File: config.mk
export PLATFORM = sky130hd
export DESIGN_NAME = sector_erase_window
export DESIGN_NICKNAME = d
export VERILOG_FILES = /design/src/rtl/sewin_pkg.sv /design/src/rtl/sewin_decoder.sv /design/src/rtl/sewin_timer.sv /design/src/rtl/sector_erase_window.sv
export SDC_FILE = /design/constraint.sdc
export NUM_CORES = 1
export LEC_CHECK = 0
export BUFFER_PORTS_ARGS = -buffer_cell sky130_fd_sc_hd__buf_2
export CAP_MARGIN = 0
export CORE_ASPECT_RATIO = 1.25
export CORE_UTILIZATION = 56
export DETAILED_ROUTE_END_ITERATION = 8
export GPL_TIMING_DRIVEN = 1
export PLACE_DENSITY = 0.79
export SYNTH_ARGS = -nofsm -noshare
export SYNTH_HDL_FRONTEND = slang
export SYNTH_HIERARCHICAL = 1
export SYNTH_SLANG_ARGS = --single-unit
File: constraint.sdc
create_clock -name clk -period 3.4 [get_ports clk]
set_input_delay 0.34 -clock clk [delete_from_list [all_inputs] [get_ports clk]]
set_output_delay 0.34 -clock clk [all_outputs]
set_load 0.02 [all_outputs]
File: src/rtl/sewin_pkg.sv
package sewin_pkg;
   typedef enum logic [1:0] {
      SEW_IDLE  = 2'd0,
      SEW_OPEN  = 2'd1,
      SEW_ERASE = 2'd2
   } sew_state_e;
endpackage

File: src/rtl/sewin_decoder.sv
module sewin_decoder #(
   parameter int NUM_SECTORS = 19,
   parameter int IDX_W       = $clog2(NUM_SECTORS)
) (
   input  logic [IDX_W-1:0]       idx,
   output logic [NUM_SECTORS-1:0] onehot,
   output logic                   valid
);
   localparam int FULL_RANGE = (NUM_SECTORS == (1 << IDX_W)) ? 1 : 0;

   for (genvar i = 0; i < NUM_SECTORS; i++) begin : g_bit
      assign onehot[i] = (idx == IDX_W'(i));
   end

   if (FULL_RANGE == 1) begin : g_full
      assign valid = 1'b1;
   end else begin : g_part
      assign valid = (idx < IDX_W'(NUM_SECTORS));
   end

   // an index is valid exactly when one decoded bit is set
   always_comb begin
      a_r8_decode_valid : assert (valid == ($countones(onehot) == 1));
   end
endmodule

File: src/rtl/sewin_timer.sv
module sewin_timer #(
   parameter int WIN_CYCLES = 12500
) (
   input  logic clk,
   input  logic rst_n,
   input  logic clear,
   input  logic run,
   output logic expire
);
   localparam int CW = (WIN_CYCLES > 2) ? $clog2(WIN_CYCLES) : 1;
   localparam logic [CW-1:0] LAST = CW'(WIN_CYCLES - 1);

   logic [CW-1:0] cnt_q;

   assign expire = run && !clear && (cnt_q == LAST);

   always_ff @(posedge clk or negedge rst_n) begin
      if (!rst_n) begin
         cnt_q <= '0;
      end else if (clear || expire || !run) begin
         cnt_q <= '0;
      end else begin
         cnt_q <= cnt_q + 1'b1;
      end
   end

   a_r3_count_bound : assert property (@(posedge clk) disable iff (!rst_n)
      cnt_q <= LAST);
   a_r5_clear_zero : assert property (@(posedge clk) disable iff (!rst_n)
      clear |=> (cnt_q == '0));
endmodule

File: src/rtl/sector_erase_window.sv
module sector_erase_window #(
   parameter int NUM_SECTORS = 19,
   parameter int WIN_CYCLES  = 12500,
   parameter int IDX_W       = $clog2(NUM_SECTORS)
) (
   input  logic                   clk,
   input  logic                   rst_n,
   input  logic                   seq_done,
   input  logic                   add_cmd,
   input  logic                   we_fall,
   input  logic [IDX_W-1:0]       sector_idx,
   input  logic                   engine_done,
   output logic                   window_open,
   output logic                   win_closed,
   output logic                   erase_start,
   output logic [NUM_SECTORS-1:0] sector_mask
);
   import sewin_pkg::*;

   if (NUM_SECTORS < 2 || NUM_SECTORS > 64) begin : g_bad_ns
      $error("NUM_SECTORS out of range 2..64");
   end
   if (WIN_CYCLES < 2) begin : g_bad_win
      $error("WIN_CYCLES must be at least 2");
   end
   if (IDX_W != $clog2(NUM_SECTORS)) begin : g_bad_idx
      $error("IDX_W must equal clog2(NUM_SECTORS)");
   end

   sew_state_e             state_q;
   logic [NUM_SECTORS-1:0] mask_q;
   logic                   start_q;
   logic [NUM_SECTORS-1:0] sel_bit;
   logic                   idx_ok;
   logic                   accept;
   logic                   t_clear;
   logic                   t_run;
   logic                   t_expire;

   sewin_decoder #(.NUM_SECTORS(NUM_SECTORS), .IDX_W(IDX_W)) u_dec (
      .idx    (sector_idx),
      .onehot (sel_bit),
      .valid  (idx_ok)
   );

   assign accept  = (seq_done || add_cmd) && idx_ok;
   assign t_run   = (state_q == SEW_OPEN);
   assign t_clear = (state_q == SEW_IDLE && seq_done && idx_ok) ||
                    (state_q == SEW_OPEN && (accept || we_fall));

   sewin_timer #(.WIN_CYCLES(WIN_CYCLES)) u_tmr (
      .clk    (clk),
      .rst_n  (rst_n),
      .clear  (t_clear),
      .run    (t_run),
      .expire (t_expire)
   );

   always_ff @(posedge clk or negedge rst_n) begin
      if (!rst_n) begin
         state_q <= SEW_IDLE;
         mask_q  <= '0;
         start_q <= 1'b0;
      end else begin
         start_q <= 1'b0;
         unique case (state_q)
            SEW_IDLE: begin
               if (seq_done && idx_ok) begin
                  state_q <= SEW_OPEN;
                  mask_q  <= sel_bit;
               end
            end
            SEW_OPEN: begin
               if (accept) begin
                  mask_q <= mask_q | sel_bit;
               end
               if (t_expire) begin
                  state_q <= SEW_ERASE;
                  start_q <= 1'b1;
               end
            end
            SEW_ERASE: begin
               if (engine_done) begin
                  state_q <= SEW_IDLE;
                  mask_q  <= '0;
               end
            end
            default: state_q <= SEW_IDLE;
         endcase
      end
   end

   assign window_open = (state_q == SEW_OPEN);
   assign win_closed  = (state_q == SEW_ERASE);
   assign erase_start = start_q;
   assign sector_mask = mask_q;

   a_r1_exclusive : assert property (@(posedge clk) disable iff (!rst_n)
      !(window_open && win_closed));
   a_r2_first_bit : assert property (@(posedge clk) disable iff (!rst_n)
      $rose(window_open) |-> ($countones(sector_mask) == 1));
   a_r3_start_pulse : assert property (@(posedge clk) disable iff (!rst_n)
      $rose(win_closed) |-> erase_start);
   a_r3_start_once : assert property (@(posedge clk) disable iff (!rst_n)
      erase_start |=> !erase_start);
   a_r4_mask_grows : assert property (@(posedge clk) disable iff (!rst_n)
      (window_open && $past(window_open)) |->
      ((sector_mask & $past(sector_mask)) == $past(sector_mask)));
   a_r6_mask_frozen : assert property (@(posedge clk) disable iff (!rst_n)
      (win_closed && $past(win_closed)) |-> $stable(sector_mask));
   a_r9_back_idle : assert property (@(posedge clk) disable iff (!rst_n)
      $fell(win_closed) |-> (sector_mask == '0 && !window_open));
endmodule

==> metrics.cfg <==
[status]
status=finished with violations
violations=DRC

[placement]
dpl_cell_area_um2=2210
dp.cells=277
dp_hpwl_um=2830
routabilityCongestion=0.787
port_buffers=32

[setup_path]
crit_path_max_incr_delay_ns=0.55
ff2ff_setup_slack_ns=0.72
reg2reg_from=u_tmr/cnt_q[0]
worstPathMaxFanout=7
cp-startpoint=u_tmr/cnt_q[0]
crit_slowest_cell=or4_4
critPathKind=flip-flop to flip-flop
required_ns=3.57
r2r_cells=7
endpoint=state_q[0]
start_kind=flip-flop
r2r_end=state_q[0]
crit_arrival_ns=2.85
critPathCaptureType=flip-flop
worstPathCellList=ha_1, or4b_1, or4_4, nor3b_1, inv_1, a21boi_2, mux2_2

[finish]
final_cell_area_um2=2310
area_delta_synth_final_pct=9.73
final_cells=285
final_common_cell=dfrtp_1
nFillCells=314
num_antenna_cells=0
mostFrequentLayoutCells=dfrtp_1, buf_2, nor2_1
layout-drive-gt1-share_pct=24.8
fin_nets=263

[grt]
grt_use_total_pct=22.9
antenna_found_initial=0
grt_pass1_wl_um=7210
grt_overflow=0
grt_max_degree=37
first_global_vias=1644

[route]
vias=1697
drc=4
firstDrtPassIters=6
postRouteAntennaNets=0
dr.first_iter.drc_count=77
drt_wl_total_um=4130
viasPerCell=5.95
routedWlPerCell_um=14.5

[clock_tree]
cts_max_path_buffers=2
cts_inserted_buffers=5
clkLatencyLatePin_ns=0.28
tritoncts=built
cts_sinks=36
cts_setup_buffers=0
cts_resized=0
clk_pin_slew_worst_paths_ns=0.07
ctsHtreeMaxLevel=2
ctsHoldBuffers=0
cts_root_buf=clkbuf_8

[floorplan]
die_width_um=56.9
die_h_um=70.6
core_area_um2=3540
initial_utilization_pct=59.5
row_count=24
pin_count=33
dieArea_um2=4020

[timing]
fin_crit_sh_pct=78.9
relSlewSlack_pct=39.0
fmax_ghz=0.373
rsz0062_at_grt=no
hold_violations=0
worst_pin_slew_ns=0.914
finalSetupViolCount=0
fin_worst_skew_ns=0.00468
finalSetupTns_ns=0
slew_viol_final=0
fin_crit_ns=2.68

[synthesis]
synth_cell_types=39
synth_nets=238
netlist_area_um2=2110
ys_ff_latch=36
ys.warnings.count=6
synth_seq_area_share_pct=42.7
syn_inst=220
syn_avg_cell_area_um2=9.58

[hold_path]
holdCritPathClass=input pin to async pin

[power_and_ir_drop]
ir_worst_vdd_uv=924
power_density_nw_per_um2=738
power_leakage_nw=1.03

[job]
drv_cap=0

==> worst max-delay path: cells and delay by family, from the launching register on <==
family	cells	cell delay (ns)
buf+inv	1	0.08
flops	1	0.41
simple gates	3	1.25
mux	1	0.34
fa+ha+maj	1	0.31
compound gates	1	0.17
==> cell families after synthesis <==
kind of cell	count (synthesis)	share of synthesized area, %
DFF	36	42.7
and+or+nand+nor	79	21.4
adders and majority gates	7	4.15
buffers and inverters	21	6.88
AOI/OAI and AO/OA	63	18.8
muxes	2	1.07
xor gates and xnor gates	12	4.99
==> how the worst min path moves through the flow <==
stage,end,depth (start not counted),slack [ns]
2_1_floorplan,erase_start,0,0.04
3_3_place_gp,sector_mask[3],1,0.47
3_5_place_dp,sector_mask[6],1,0.46
4_1_cts,sector_mask[18],1,0.15
5_1_grt,sector_mask[18],1,0.20
6_report,sector_mask[4],1,0.12
==> per-layer routing <==
layer | share of wire, % | global-route usage [%] | vias up
met5 | 0 | 0 | -
met4 | 1.9 | 8.40 | 0
met3 | 5.8 | 6.03 | 7
met2 | 47 | 37.3 | 51
met1 | 45 | 29.5 | 805
li1 | - | - | 834
==> synthesized netlist by cell type (all sizes together) <==
library cell / instances / area (um^2)
dfrtp: 36 / 901
nor2: 29 / 109
a21oi: 20 / 141
o21ai: 20 / 100
a31oi: 19 / 119
buf: 13 / 115
nand2: 8 / 30.0
ha: 7 / 87.6
xor2: 7 / 61.3
nand4: 6 / 37.5
inv: 5 / 18.8
nand2b: 5 / 31.3
nand3: 5 / 25.0
nor3: 5 / 25.0
xnor2: 5 / 43.8
clkbuf: 3 / 11.3
or3b: 3 / 26.3
and2: 2 / 12.5
and3: 2 / 12.5
mux2: 2 / 22.5
nand3b: 2 / 27.5
nor4: 2 / 12.5
nor4b: 2 / 30.0
or4b: 2 / 20.0
a211o: 1 / 10.0
a21boi: 1 / 11.3
a22o: 1 / 8.76
and4: 1 / 8.76
nor2b: 1 / 6.26
nor3b: 1 / 7.51
o22ai: 1 / 6.26
or2: 1 / 6.26
or3: 1 / 11.3
or4: 1 / 11.3
==> state kept, by name (all words and copies together) (netlist names) <==
name,count
state_q,2
sector_mask,19
erase_start,1
u_tmr/cnt_q,14
==> area by class of cell <==
| cell class | count | area (um^2) | share of cell area (%) |
|---|---|---|---|
| multi-input combinational | 163 | 1060 | 45.9 |
| tap | 39 | 48.8 | 2.11 |
| clock inverter | 2 | 35.0 | 1.51 |
| timing repair buffer | 34 | 175 | 7.57 |
| sequential | 36 | 901 | 38.9 |
| inverter | 5 | 18.8 | 0.811 |
| clock buffer | 6 | 72.6 | 3.14 |
==> where the power goes <==
group | internal [mW] | switching [mW]
combinational | 0.250 | 0.564
sequential | 0.489 | 0.0444
clock | 0.217 | 0.142
total | 0.957 | 0.750
==> per-stage QoR <==
step | total power, mW | hold slack [ns] | worst slack (ns) | utilization, %
3_5_place_dp | 1.35 | 0.456 | 0.724 | 62.3
4_1_cts | 1.71 | 0.148 | 0.711 | 65.3
6_report | 1.71 | 0.122 | 0.717 | 65.3
2_1_floorplan | 1.25 | 0.0444 | 0.888 | -
5_1_grt | 1.83 | 0.201 | 0.468 | 65.3
3_3_place_gp | 1.33 | 0.466 | 0.805 | 62.3
No activity file was read; power rests on OpenSTA's default activity.
